===== config.mk =====
export PLATFORM = sky130hd
export DESIGN_NAME = nand_erase_seq
export DESIGN_NICKNAME = d
export VERILOG_FILES = /design/src/rtl/nand_erase_pkg.sv /design/src/rtl/nand_erase_phase_tmr.sv /design/src/rtl/nand_erase_wait_tmr.sv /design/src/rtl/nand_erase_seq.sv
export SDC_FILE = /design/constraint.sdc
export NUM_CORES = 1
export LEC_CHECK = 0
export ABC_AREA = 1
export BUFFER_PORTS_ARGS = -buffer_cell sky130_fd_sc_hd__buf_2
export CORE_ASPECT_RATIO = 1.25
export CORE_MARGIN = 8
export CORE_UTILIZATION = 52
export DETAILED_ROUTE_END_ITERATION = 10
export PLACE_DENSITY = 0.73
export SYNTH_ARGS = -nofsm -noshare
export SYNTH_HDL_FRONTEND = slang
export SYNTH_SLANG_ARGS = --single-unit

===== constraint.sdc =====
create_clock -name clk -period 2.1 [get_ports clk]
set_clock_uncertainty 0.1 [all_clocks]
set_input_delay 0.21 -clock clk [delete_from_list [all_inputs] [get_ports clk]]
set_output_delay 0.21 -clock clk [all_outputs]
set_load 0.02 [all_outputs]

===== src/rtl/nand_erase_pkg.sv =====
package nand_erase_pkg;

  localparam int unsigned BLK_W = 16;

  typedef enum logic [3:0] {
    ST_IDLE,
    ST_WSET,
    ST_WLOW,
    ST_WHOLD,
    ST_GUARD,
    ST_POLL,
    ST_RLOW,
    ST_RHOLD,
    ST_FIN
  } seq_state_e;

  localparam logic [7:0] OP_ERASE_SETUP = 8'h60;
  localparam logic [7:0] OP_ERASE_GO    = 8'hD0;
  localparam logic [7:0] OP_STATUS      = 8'h70;

  localparam logic [2:0] SLOT_CONFIRM = 3'd3;
  localparam logic [2:0] SLOT_STATUS  = 3'd4;

  typedef struct packed {
    logic [7:0] data;
    logic       cle;
    logic       ale;
  } bus_word_t;

  // Byte and qualifier for each position of the write sequence.
  function automatic bus_word_t slot_word(input logic [2:0] slot, input logic [BLK_W-1:0] blk);
    bus_word_t w;
    w = '{data: 8'h00, cle: 1'b0, ale: 1'b0};
    case (slot)
      3'd0:    w = '{data: OP_ERASE_SETUP, cle: 1'b1, ale: 1'b0};
      3'd1:    w = '{data: blk[7:0],       cle: 1'b0, ale: 1'b1};
      3'd2:    w = '{data: blk[15:8],      cle: 1'b0, ale: 1'b1};
      3'd3:    w = '{data: OP_ERASE_GO,    cle: 1'b1, ale: 1'b0};
      3'd4:    w = '{data: OP_STATUS,      cle: 1'b1, ale: 1'b0};
      default: w = '{data: 8'h00,          cle: 1'b0, ale: 1'b0};
    endcase
    return w;
  endfunction

  // Smallest phase length so that three phases cover the write-cycle time.
  function automatic int unsigned min_pulse(input int unsigned twc_ns, input int unsigned clk_ns);
    int unsigned v;
    v = (twc_ns + 3 * clk_ns - 1) / (3 * clk_ns);
    return (v == 0) ? 1 : v;
  endfunction

  // Requested phase length raised to the floor.
  function automatic int unsigned eff_pulse(input int unsigned req, input int unsigned floor_v);
    return (req < floor_v) ? floor_v : req;
  endfunction

  // Shortest legal distance, in cycles, between two write-strobe falls.
  function automatic int unsigned min_wc_cycles(input int unsigned twc_ns, input int unsigned clk_ns);
    return (twc_ns + clk_ns - 1) / clk_ns;
  endfunction

endpackage


===== src/rtl/nand_erase_phase_tmr.sv =====
module nand_erase_phase_tmr #(
  parameter int unsigned PW_W = 4
) (
  input  logic            clk,
  input  logic            rst_n,
  input  logic            restart,
  input  logic [PW_W-1:0] len,
  output logic            last
);
  logic [PW_W-1:0] cnt_q;

  assign last = (cnt_q == len - PW_W'(1));

  always_ff @(posedge clk) begin
    if (!rst_n) begin
      cnt_q <= '0;
    end else if (restart) begin
      cnt_q <= '0;
    end else if (!last) begin
      cnt_q <= cnt_q + PW_W'(1);
    end
  end
endmodule


===== src/rtl/nand_erase_wait_tmr.sv =====
module nand_erase_wait_tmr #(
  parameter int unsigned GUARD_CYC = 4,
  parameter int unsigned TMO_CYC   = 50000
) (
  input  logic clk,
  input  logic rst_n,
  input  logic arm,
  input  logic run,
  output logic guard_done,
  output logic expired
);
  localparam int unsigned LIMIT = GUARD_CYC + TMO_CYC;
  localparam int unsigned CW    = $clog2(LIMIT + 2);

  logic [CW-1:0] cnt_q;

  assign guard_done = (cnt_q >= CW'(GUARD_CYC));
  assign expired    = (cnt_q >= CW'(LIMIT));

  always_ff @(posedge clk) begin
    if (!rst_n) begin
      cnt_q <= '0;
    end else if (arm) begin
      cnt_q <= '0;
    end else if (run && !expired) begin
      cnt_q <= cnt_q + CW'(1);
    end
  end
endmodule


===== src/rtl/nand_erase_seq.sv =====
module nand_erase_seq
  import nand_erase_pkg::*;
#(
  parameter int unsigned CLK_NS    = 20,
  parameter int unsigned TWC_NS    = 50,
  parameter int unsigned PW_W      = 4,
  parameter int unsigned GUARD_CYC = 4,
  parameter int unsigned TMO_CYC   = 50000
) (
  input  logic            clk,
  input  logic            rst_n,
  input  logic            start,
  input  logic [15:0]     blk_addr,
  input  logic [PW_W-1:0] strobe_cyc,
  input  logic            nand_rdy,
  input  logic [7:0]      nand_din,
  output logic [7:0]      nand_dout,
  output logic            nand_dout_en,
  output logic            nand_cle,
  output logic            nand_ale,
  output logic            nand_ce_n,
  output logic            nand_we_n,
  output logic            nand_re_n,
  output logic            busy,
  output logic            done,
  output logic            fail
);
  localparam int unsigned MIN_PW = min_pulse(TWC_NS, CLK_NS);

  seq_state_e            state_q, state_d;
  logic [2:0]            slot_q, slot_d;
  logic [BLK_W-1:0]      addr_q, addr_d;
  logic [PW_W-1:0]       pw_q, pw_d;
  logic                  fail_q, fail_d;

  // Named internal events
  logic      launch;
  logic      phase_last;
  logic      phase_restart;
  logic      guard_done;
  logic      wait_expired;
  logic      arm_wait;
  logic      wait_run;
  logic      status_sample;
  logic      wr_phase_d;
  bus_word_t word_d;

  assign launch        = start && (state_q == ST_IDLE);
  assign phase_restart = (state_d != state_q);
  assign status_sample = (state_q == ST_RLOW) && phase_last;
  assign arm_wait      = (state_q == ST_WHOLD) && (state_d == ST_GUARD);
  assign wait_run      = (state_q == ST_GUARD) || (state_q == ST_POLL);

  nand_erase_phase_tmr #(.PW_W(PW_W)) u_phase (
    .clk     (clk),
    .rst_n   (rst_n),
    .restart (phase_restart),
    .len     (pw_q),
    .last    (phase_last)
  );

  nand_erase_wait_tmr #(.GUARD_CYC(GUARD_CYC), .TMO_CYC(TMO_CYC)) u_wait (
    .clk        (clk),
    .rst_n      (rst_n),
    .arm        (arm_wait),
    .run        (wait_run),
    .guard_done (guard_done),
    .expired    (wait_expired)
  );

  always_comb begin
    state_d = state_q;
    slot_d  = slot_q;
    addr_d  = addr_q;
    pw_d    = pw_q;
    fail_d  = fail_q;
    case (state_q)
      ST_IDLE: begin
        if (launch) begin
          state_d = ST_WSET;
          slot_d  = 3'd0;
          addr_d  = blk_addr;
          pw_d    = PW_W'(eff_pulse(int'(strobe_cyc), MIN_PW));
          fail_d  = 1'b0;
        end
      end
      ST_WSET:  if (phase_last) state_d = ST_WLOW;
      ST_WLOW:  if (phase_last) state_d = ST_WHOLD;
      ST_WHOLD: begin
        if (phase_last) begin
          if (slot_q == SLOT_CONFIRM) begin
            state_d = ST_GUARD;
          end else if (slot_q == SLOT_STATUS) begin
            state_d = ST_RLOW;
          end else begin
            slot_d  = slot_q + 3'd1;
            state_d = ST_WSET;
          end
        end
      end
      ST_GUARD: if (guard_done) state_d = ST_POLL;
      ST_POLL: begin
        if (nand_rdy) begin
          slot_d  = SLOT_STATUS;
          state_d = ST_WSET;
        end else if (wait_expired) begin
          fail_d  = 1'b1;
          state_d = ST_FIN;
        end
      end
      ST_RLOW: begin
        if (status_sample) begin
          fail_d  = nand_din[0];
          state_d = ST_RHOLD;
        end
      end
      ST_RHOLD: if (phase_last) state_d = ST_FIN;
      ST_FIN:   state_d = ST_IDLE;
      default:  state_d = ST_IDLE;
    endcase
  end

  assign word_d     = slot_word(slot_d, addr_d);
  assign wr_phase_d = (state_d == ST_WSET) || (state_d == ST_WLOW) || (state_d == ST_WHOLD);

  always_ff @(posedge clk) begin
    if (!rst_n) begin
      state_q      <= ST_IDLE;
      slot_q       <= 3'd0;
      addr_q       <= '0;
      pw_q         <= PW_W'(1);
      fail_q       <= 1'b0;
      nand_dout    <= 8'h00;
      nand_dout_en <= 1'b0;
      nand_cle     <= 1'b0;
      nand_ale     <= 1'b0;
      nand_we_n    <= 1'b1;
      nand_re_n    <= 1'b1;
      nand_ce_n    <= 1'b1;
    end else begin
      state_q      <= state_d;
      slot_q       <= slot_d;
      addr_q       <= addr_d;
      pw_q         <= pw_d;
      fail_q       <= fail_d;
      nand_dout    <= wr_phase_d ? word_d.data : 8'h00;
      nand_dout_en <= wr_phase_d;
      nand_cle     <= wr_phase_d && word_d.cle;
      nand_ale     <= wr_phase_d && word_d.ale;
      nand_we_n    <= (state_d != ST_WLOW);
      nand_re_n    <= (state_d != ST_RLOW);
      nand_ce_n    <= (state_d == ST_IDLE);
    end
  end

  assign busy = (state_q != ST_IDLE);
  assign done = (state_q == ST_FIN);
  assign fail = fail_q;

endmodule


==> impl_metrics.json, run 1 <==
{
  "outcome": "finished with violations",
  "violations": "negative setup slack",
  "synth_cells": 497,
  "irDropWorstVdd_mv": 0.5051,
  "track_usage": 0.1964,
  "reg2reg_from": "pw_q[0]",
  "ys_warn_count": 0,
  "via_per_inst": 5.045,
  "reg2reg_to": "nand_dout[3]",
  "path_class": "reg2reg",
  "seq_area_mm2": 0.001244,
  "die_w_um": 88.47,
  "hold_viol_final": 0,
  "switching_share": 0.3763,
  "yosysTopAreaCell": "dfxtp_1",
  "ys_ff_latch": 62,
  "num_vias": 3466,
  "crit_slowest_cell": "dfxtp_2",
  "ant_nets": 0,
  "synth_ff_type": "dfxtp_1",
  "dp_slack_ps": -166.2,
  "hpwl_mm": 6.292,
  "maxSlewHeadroom": 0.5501,
  "grt_max_degree": 23,
  "arrival_ps": 2410,
  "grt_pass1_wl_mm": 14.52,
  "crit_path_end_kind": "flop",
  "synth.area.top_cells": "dfxtp_1 (36%), nand2_1 (10%), inv_1 (8.5%)",
  "fin_crit_ps": 2237,
  "numCtsBuffers": 9,
  "p_comb_frac": 0.403,
  "seq_area_frac_synth": 0.3636,
  "drive_above_1_share": 0.3667,
  "cts-htree-levels": 3,
  "io_buffers": 41,
  "cp_cell_sequence": "inv_2 -> ha_4 -> or2_0 -> nand3_2 -> nor2_8 -> nand2_4 -> buf_6 -> nand2_2 -> nand3_2 -> nand3_4 -> nor2_4 -> nand2_4 -> inv_4 -> nand2_1 -> a21oi_2",
  "cts_tree": "built",
  "clk_latency_ps": 350,
  "cp_max_fo": 6,
  "clock-sinks": 62,
  "hold_path_class": "in2reg",
  "p_leak_nw": 2.160,
  "yosysTopAreaCellShare": 0.3636,
  "fin_ws_ps": -136.9,
  "drv_cap": 0,
  "rows": 33,
  "wl_mm": 9.273,
  "gp_congestion": 0.8562,
  "p_int_w": 0.002565,
  "core_mm2": 0.006441,
  "worstMarginPinSlew_ps": 669.7,
  "drt-initial-drc-count": 106,
  "drt_first_pass_iters": 4,
  "clkPwrFrac": 0.263,
  "worstRegToRegCells": 15,
  "syn_nets": 536,
  "antenna_found_initial": 0,
  "dieArea_mm2": 0.009429,
  "crit_path_start": "pw_q[0]",
  "endpoint": "nand_dout[3]",
  "p_sw_w": 0.001547,
  "synthesis.area_mm2": 0.003413,
  "fmax_ghz": 0.4471,
  "route.detailed.drc": 0,
  "dpl_cell_area_mm2": 0.004014,
  "grt_pass1_vias": 3370,
  "fill_cells": 505,
  "fin_crit_sh": 1.065,
  "clk_pin_slew_ps": 80,
  "avgSynthCellArea_um2": 6.868,
  "ys_async_sr_fraction": 0,
  "r2r_slack_ps": -140,
  "die_y_um": 106.6,
  "crit_path_start_kind": "flop",
  "synth-edff-count": 0,
  "fin_nets": 634,
  "root_buffer": "clkbuf_8",
  "area_growth_pct": 37.50,
  "crit_required_ps": 2280,
  "seq_power_share": 0.334,
  "maxSlewViolCount": 0,
  "wl_per_cell_um": 13.50,
  "tns_ps": -2697,
  "totalPowerFinal_w": 0.004112,
  "setup_violations": 35,
  "n_antenna_cell": 0,
  "yosysUniqueCellTypes": 37,
  "rsz0062_at_grt": "yes",
  "clock_path_buffers": 2,
  "critical-path-max-stage-delay_ps": 330,
  "grt.overflow.total": 0,
  "fin_area_mm2": 0.004693,
  "pin_count": 49,
  "start_util": 0.5299,
  "multi_input_area_mm2": 0.002191,
  "power.density_mw_per_mm2": 876.1
}
==> flip-flops by register name, indices dropped and copies added, names as in the netlist <==
signal / flops
pw_q: 4
nand_dout_en: 1
fail: 1
nand_ce_n: 1
nand_dout: 8
u_phase.cnt_q: 4
nand_we_n: 1
slot_q: 3
addr_q: 16
state_q: 4
nand_ale: 1
u_wait.cnt_q: 16
nand_cle: 1
nand_re_n: 1
==> cell families (layout without fill, tap and decap cells) <==
logic type | Yosys count | in the layout | synth area share
and+or+nand+nor | 261 | 263 | 0.3607
buffers and inverters | 92 | 193 | 0.1089
DFF | 62 | 62 | 0.3636
AOI/OAI and AO/OA | 56 | 56 | 0.09054
xor gates and xnor gates | 14 | 14 | 0.03592
adders and majority gates | 7 | 7 | 0.02566
muxes | 5 | 5 | 0.01466
==> worst min path at each step <==
stage | start | to | slack, ps | cells past startpoint
CTS | blk_addr[9] | addr_q[9] | 10 | 3
global placement | fail | fail | 340 | 2
detailed placement | fail | fail | 350 | 2
floorplan | blk_addr[9] | addr_q[9] | 270 | 2
finish | blk_addr[9] | addr_q[9] | 20 | 3
global route | blk_addr[9] | addr_q[9] | 50 | 3
==> through the flow <==
stage | instances | hold slack [ps] | util
floorplan | 497 | 268.4 | -
global placement | 660 | 340.8 | 0.6232
detailed placement | 660 | 346.1 | 0.6232
CTS | 683 | 11.16 | 0.6902
global route | 687 | 46.37 | 0.7286
finish | 687 | 22.62 | 0.7286
==> worst max-delay path, delay by kind of cell (launching register included) <==
kind,cells,cell delay (ps)
flops,1,330
simple gates,10,1120
compound gates,1,110
fa+ha+maj,1,230
buf+inv,3,280
==> per-layer routing <==
metal,vias to the layer above,wire length (um),GRT usage,share of wire
met3,33,365,0.04744,0.039
met1,1587,3619,0.1974,0.39
met4,0,416,0.1188,0.045
met5,-,0,0,0
li1,1753,-,-,-
met2,93,4873,0.3521,0.53
==> power groups by stage <==
| stage | clock network [W] | logic (W) | registers (W) |
|---|---|---|---|
| 2_1_floorplan | 0 | 0.000811 | 0.00145 |
| 3_5_place_dp | 0 | 0.00126 | 0.00140 |
| 4_1_cts | 0.00111 | 0.00142 | 0.00137 |
| 3_3_place_gp | 0 | 0.00122 | 0.00139 |
| 6_report | 0.00108 | 0.00166 | 0.00137 |
| 5_1_grt | 0.00115 | 0.00179 | 0.00138 |
==> cell type report <==
cell class              instances  area share
inverters                      84     0.07038
clock inverters                 6     0.01440
flip-flops and latches         62      0.2650
repair buffers                 93      0.1309
well taps                      87     0.02319
multi-input cells             345      0.4668
clock buffers                  10     0.02933
==> synth_stat cells, types with 2 or more instances <==
cell and count:
clkbuf_1 4, a21oi_1 14, nor3_1 11, xor2_1 13
buf_2 2, o211ai_1 2, nor2_2 17, inv_1 77
mux2i_1 5, nor2_1 68, nand3_2 4, nand2_1 95
or2_2 13, nand3_1 27, inv_2 7, dfxtp_1 62
nor4_1 2, o21ai_0 34, or2_1 2, nand4_1 6
nand2_2 9, nand2_4 2, ha_1 7
==> cell usage in the layout (no fill, tap or decap), types with 13 or more instances in the layout <==
master / synthesis / final
o21ai_0: 34 / 27
or2_2: 13 / 13
dfxtp_1: 62 / 60
buf_4: 0 / 47
buf_2: 2 / 41
nand2_2: 9 / 17
inv_1: 77 / 71
nand3_1: 27 / 16
nor2_1: 68 / 60
nor2_4: 1 / 15
nand2_1: 95 / 80
xor2_1: 13 / 13
==> repair_timing <==
action	in CTS	in global routing
resized for setup	43	56
pin swaps	12	25
setup buffers	5	4
hold buffers	0	0
gates cloned	2	0
setup endpoints to repair	34	39
No activity file was read; power rests on OpenSTA's default activity.
==> run 2: changes to the inputs <==
--- a/config.mk
+++ b/config.mk
@@ -11,7 +11,7 @@
 export CORE_MARGIN = 8
 export CORE_UTILIZATION = 52
 export DETAILED_ROUTE_END_ITERATION = 10
-export PLACE_DENSITY = 0.73
+export PLACE_DENSITY = 0.76
 export SYNTH_ARGS = -nofsm -noshare
 export SYNTH_HDL_FRONTEND = slang
 export SYNTH_SLANG_ARGS = --single-unit
==> run 2 against run 1 <==
  * The flow still finishes with violations (negative setup slack)
  * Die area unchanged
  * Clock power about the same
  * Utilization decreased by 1.7 points
  * Routed wire length decreased by 3.6%
  * Highest routed layer unchanged
  * Final cell count decreased by 0.58%
  * Power decreased by 1.6%
  * Critical path depth unchanged
==> impl_metrics.json, run 2 (same netlist as run 1, synthesis figures left out) <==
{
  "layout_common_cells": "nand2_1 (84), inv_1 (70), dfxtp_1 (60)",
  "crit_path_end_kind": "flop",
  "path_class": "reg2reg",
  "cp.buffers_inverters": 3,
  "grt_max_degree": 24,
  "root_buffer": "clkbuf_8",
  "area_growth_pct": 34.38,
  "track_usage": 0.1996,
  "ant_nets": 0,
  "crit_path_start": "pw_q[1]",
  "maxSlewViolCount": 0,
  "numCtsBuffers": 9,
  "violations": "negative setup slack",
  "start_util": 0.5299,
  "crit_required_ps": 2300,
  "dp_slack_ps": -220.1,
  "critical-path-max-stage-delay_ps": 330,
  "power.density_mw_per_mm2": 882.5,
  "drv_cap": 0,
  "irDropWorstVdd_mv": 0.6764,
  "cp_cell_sequence": "inv_2 -> ha_4 -> or2_1 -> nand3_2 -> nor2_8 -> nand2_8 -> buf_6 -> nand2_2 -> nand3_2 -> nand3_4 -> nor2_4 -> nand2_4 -> o21ai_2 -> inv_1 -> nor2_1",
  "p_leak_nw": 2.136,
  "min_delay_path_depth": 3,
  "seq_power_share": 0.338,
  "largestRegisters": "addr_q (16), u_wait.cnt_q (16), nand_dout (8)",
  "cts-htree-levels": 3,
  "via_per_inst": 5.003,
  "route.detailed.drc": 0,
  "layout_commonest_cell": "nand2_1",
  "grt.overflow.total": 0,
  "clkPwrFrac": 0.271,
  "fin_ws_ps": -132.1,
  "hold_path_class": "in2reg",
  "fill_cells": 507,
  "totalPowerFinal_w": 0.004048,
  "fmax_ghz": 0.4480,
  "cp_top_family": "simple AND/OR/NAND/NOR gates",
  "setup_violations": 32,
  "die_y_um": 106.6,
  "switching_share": 0.3640,
  "min_from": "blk_addr[12]",
  "clk_pin_slew_ps": 80,
  "p_sw_w": 0.001473,
  "cpMostUsedCell": "nand3_2",
  "rsz0062_at_grt": "yes",
  "hold_viol_final": 0,
  "rows": 33,
  "clk_latency_ps": 350,
  "reg2reg_from": "pw_q[1]",
  "worstMarginPinSlew_ps": 652.5,
  "worstRegToRegCells": 15,
  "drive_above_1_share": 0.3557,
  "crit_slowest_cell": "dfxtp_2",
  "fin_nets": 630,
  "worstSetupPathDepth": 15,
  "drt_first_pass_iters": 4,
  "hpwl_mm": 6.321,
  "grt_pass1_vias": 3537,
  "clock_path_buffers": 2,
  "pin_count": 49,
  "antenna_found_initial": 0,
  "clock-sinks": 62,
  "cts-hold-fix-buffers": 0,
  "wl_per_cell_um": 13.08,
  "io_buffers": 41,
  "outcome": "finished with violations",
  "fin_crit_sh": 1.063,
  "gp_congestion": 0.9076,
  "die_w_um": 88.47,
  "cp_max_fo": 8,
  "arrival_ps": 2430,
  "wl_mm": 8.936,
  "grt_pass1_wl_mm": 14.88,
  "crit_path_start_kind": "flop",
  "n_antenna_cell": 0,
  "fin_crit_ps": 2232,
  "p_int_w": 0.002575,
  "p_comb_frac": 0.391,
  "dieArea_mm2": 0.009429,
  "maxSlewHeadroom": 0.5616,
  "cts_tree": "built",
  "num_vias": 3417,
  "core_mm2": 0.006441,
  "drt-initial-drc-count": 164
}
[run 2: changes by cell type in the layout (fill, tap and decap cells not counted), moves of 3 or more]
cell	change
buf_4	-6
nor2_2	+6
nor2_4	-5
nand2_1	+4
o21ai_1	-4
inv_2	+3
[run 2: area by class of cell]
cell class,instances,area (um2),share of cell area
Clock buffer,10,137.6,0.03001
Clock inverter,6,70.07,0.01528
Inverter,84,322.8,0.07038
Multi-Input combinational cell,344,2083,0.4542
Sequential cell,62,1244,0.2711
Tap cell,87,108.9,0.02373
Timing Repair Buffer,90,620.6,0.1353
[run 2: worst paths after layout]
| path | to | slack, ps |
|---|---|---|
| worst max-delay path | nand_dout[1] | -130 |
| worst min register to register | fail | 360 |
| worst min-delay path | addr_q[12] | 30 |
| worst max register to register | nand_dout[1] | -130 |
[run 2: worst min-delay path, stage by stage]
cell     delay (ps)
buf_2            80
mux2i_1          70
nor2_1           80
[run 2: routing by layer]
| layer | vias to the layer above | global-route usage | share of wire | wire, um |
|---|---|---|---|---|
| met5 | - | 0 | 0 | 0 |
| met4 | 0 | 0.1139 | 0.030 | 272 |
| met3 | 23 | 0.04438 | 0.030 | 268 |
| met2 | 71 | 0.3628 | 0.53 | 4717 |
| met1 | 1591 | 0.2013 | 0.41 | 3678 |
| li1 | 1732 | - | - | - |
[run 2: timing repair]
| action | in CTS | in global routing |
|---|---|---|
| setup endpoints to repair | 34 | 38 |
| pin swaps | 28 | 25 |
| gates cloned | 1 | 0 |
| gates resized for setup | 59 | 20 |
| buffers inserted | 8 | 1 |
[run 2: power by group through the flow]
stage	clock (W)	combinational [W]	sequential, W
final	0.00110	0.00158	0.00137
after CTS	0.00110	0.00155	0.00137
after global routing	0.00115	0.00174	0.00138
after global placement	0	0.00128	0.00139
after floorplan	0	0.000811	0.00145
after detailed placement	0	0.00131	0.00139
[run 2: per-stage QoR]
step           TNS (ps)  area, um2  hold slack (ps)  instances  utilization
2_1_floorplan    -605.1       3433            268.4        497            -
3_3_place_gp      -4059       4016            339.7        657       0.6235
3_5_place_dp      -5273       4016            343.1        657       0.6235
4_1_cts           -2410       4514            27.74        682       0.7009
5_1_grt           -6069       4587            43.08        683       0.7121
6_report          -2219       4587            26.03        683       0.7121
==> run 3: changes to the inputs <==
--- a/config.mk
+++ b/config.mk
@@ -9,9 +9,10 @@
 export BUFFER_PORTS_ARGS = -buffer_cell sky130_fd_sc_hd__buf_2
 export CORE_ASPECT_RATIO = 1.25
 export CORE_MARGIN = 8
-export CORE_UTILIZATION = 52
+export CORE_UTILIZATION = 62
 export DETAILED_ROUTE_END_ITERATION = 10
-export PLACE_DENSITY = 0.76
+export PLACE_DENSITY = 0.85
+export RECOVER_POWER = 100
 export SYNTH_ARGS = -nofsm -noshare
 export SYNTH_HDL_FRONTEND = slang
 export SYNTH_SLANG_ARGS = --single-unit
==> constraint.sdc (replaced) <==
create_clock -name clk -period 2.74 [get_ports clk]
set_clock_uncertainty 0.1 [all_clocks]
set_input_delay 0.274 -clock clk [delete_from_list [all_inputs] [get_ports clk]]
set_output_delay 0.274 -clock clk [all_outputs]
set_load 0.02 [all_outputs]
==> run 3 against run 2 <==
  * Die area down 14%
  * Flip-flop and latch count unchanged
  * Maximum frequency down 9.7%
  * Critical endpoint is now u_wait.cnt_q[14]
  * Worst setup slack better by 400 ps
  * Sequential power down 23%
  * Largest cell class unchanged
  * The run now ends clean
==> impl_metrics.json, run 3 (same netlist as run 1, synthesis figures left out) <==
{
  "fin_area_mm2": 0.003835,
  "via_per_inst": 5.124,
  "io_buffers": 41,
  "cts-hold-fix-buffers": 0,
  "path_class": "reg2reg",
  "use_met3": 0.05556,
  "grt.overflow.total": 0,
  "reg2reg_from": "pw_q[0]",
  "crit_path_start": "pw_q[0]",
  "die_y_um": 98.96,
  "route.detailed.drc": 0,
  "core_mm2": 0.005368,
  "track_usage": 0.1952,
  "die_w_um": 82.37,
  "multi_input_area_mm2": 0.001800,
  "grt_pass1_vias": 3100,
  "clock_path_buffers": 2,
  "outcome": "completed",
  "fin_crit_sh": 0.9026,
  "cts-htree-levels": 3,
  "power.density_mw_per_mm2": 705.8,
  "drv_cap": 0,
  "fill_cells": 461,
  "antenna_found_initial": 0,
  "clk_latency_ps": 330,
  "wl_mm": 7.335,
  "p_leak_nw": 1.788,
  "crit_path_end_kind": "flop",
  "irDropWorstVdd_mv": 0.5129,
  "area_growth_pct": 12.35,
  "layout_commonest_cell": "nand2_1",
  "dpl_cell_area_mm2": 0.003657,
  "tns_ps": 0,
  "maxSlewViolCount": 0,
  "crit_required_ps": 2860,
  "hpwl_mm": 5.759,
  "maxSlewHeadroom": 0.3893,
  "use_met2": 0.3529,
  "dp_slack_ps": 195.6,
  "layout_common_cells": "nand2_1 (97), inv_1 (77), nor2_1 (75)",
  "rows": 30,
  "clk_pin_slew_ps": 70,
  "clock-sinks": 62,
  "drt-initial-drc-count": 138,
  "hold_path_class": "in2reg",
  "worstMarginPinSlew_ps": 916.0,
  "gp_congestion": 0.8841,
  "cp_max_fo": 16,
  "grtUsageMet1": 0.1964,
  "ant_nets": 0,
  "crit_path_start_kind": "flop",
  "reg2reg_to": "u_wait.cnt_q[14]",
  "cts_tree": "built",
  "num_vias": 3131,
  "numCtsBuffers": 9,
  "grt_max_degree": 23,
  "top_usage_layer": "met2",
  "r2r_slack_ps": 270,
  "fin_crit_ps": 2473,
  "fmax_ghz": 0.4043,
  "worstRegToRegCells": 14,
  "rsz0062_at_grt": "no",
  "drive_above_1_share": 0.1609,
  "n_antenna_cell": 0,
  "setup_violations": 0,
  "drt_first_pass_iters": 4,
  "endpoint": "u_wait.cnt_q[14]",
  "grt_pass1_wl_mm": 12.79,
  "fin_nets": 582,
  "root_buffer": "clkbuf_8",
  "dieArea_mm2": 0.008150,
  "fin_ws_ps": 266.8,
  "seq_area_mm2": 0.001241,
  "pin_count": 49,
  "arrival_ps": 2590,
  "largestRegisters": "addr_q (16), u_wait.cnt_q (16), nand_dout (8)",
  "start_util": 0.6359,
  "wl_per_cell_um": 12.00,
  "hold_viol_final": 0
}
run 3: cell types whose count changed in the layout (fill, tap and decap cells not counted), sizes merged:
cell,before,now
nand2,107,106
buf,90,25
clkbuf,10,28
bufinv,1,2
inv,85,84
clkinvlp,3,0
clkinv,1,3
run 3: worst min-delay path by stage:
stage	cells past startpoint	endpoint	startpoint
5_1_grt	3	addr_q[12]	blk_addr[12]
4_1_cts	3	addr_q[12]	blk_addr[12]
2_1_floorplan	2	addr_q[9]	blk_addr[9]
6_report	3	addr_q[12]	blk_addr[12]
3_3_place_gp	2	fail	fail
3_5_place_dp	2	fail	fail
run 3: power by group:
group / switching [W] / internal, W / leakage [nW]
Sequential: 0.0000504 / 0.00101 / 0.506
Combinational: 0.000534 / 0.000277 / 1.18
Clock: 0.000338 / 0.000503 / 0.106
run 3: area by class of cell:
class	count	share of cell area
clock inverters	5	0.01958
multi-input cells	343	0.4695
well taps	64	0.02088
clock buffers	10	0.03328
flip-flops and latches	62	0.3237
inverters	84	0.08222
repair buffers	43	0.05090
run 3: metrics by stage:
step | std cells | utilization | hold slack [ps] | total power (W)
4_1_cts | 611 | 0.7191 | 93.07 | 0.002732
5_1_grt | 611 | 0.7145 | 112.9 | 0.002880
6_report | 611 | 0.7145 | 111.2 | 0.002707
3_3_place_gp | 596 | 0.6814 | 338.5 | 0.001867
2_1_floorplan | 497 | - | 332.4 | 0.001721
3_5_place_dp | 596 | 0.6814 | 339.6 | 0.001892
run 3: routing by layer:
| layer | part of all wire | wire length, um |
|---|---|---|
| met4 | 0.024 | 176 |
| met1 | 0.38 | 2812 |
| met2 | 0.54 | 3979 |
| met3 | 0.050 | 367 |
| met5 | 0 | 0 |
run 3: timing repair:
action,4_1_cts,5_1_grt
gates resized for setup,0,3
setup buffers,0,0
setup endpoints to repair,0,25
run 3: worst max-delay path, cell delays in order (launching register included):
cell,delay [ps]
dfxtp_1,380
inv_2,70
ha_1,290
or2_0,130
nand3_2,130
nor2_8,190
nand2_8,110
a21oi_2,210
nand2_1,110
nor2_2,180
inv_2,50
nor2_2,110
nand2_2,90
nand2_8,130
nor2_1,70
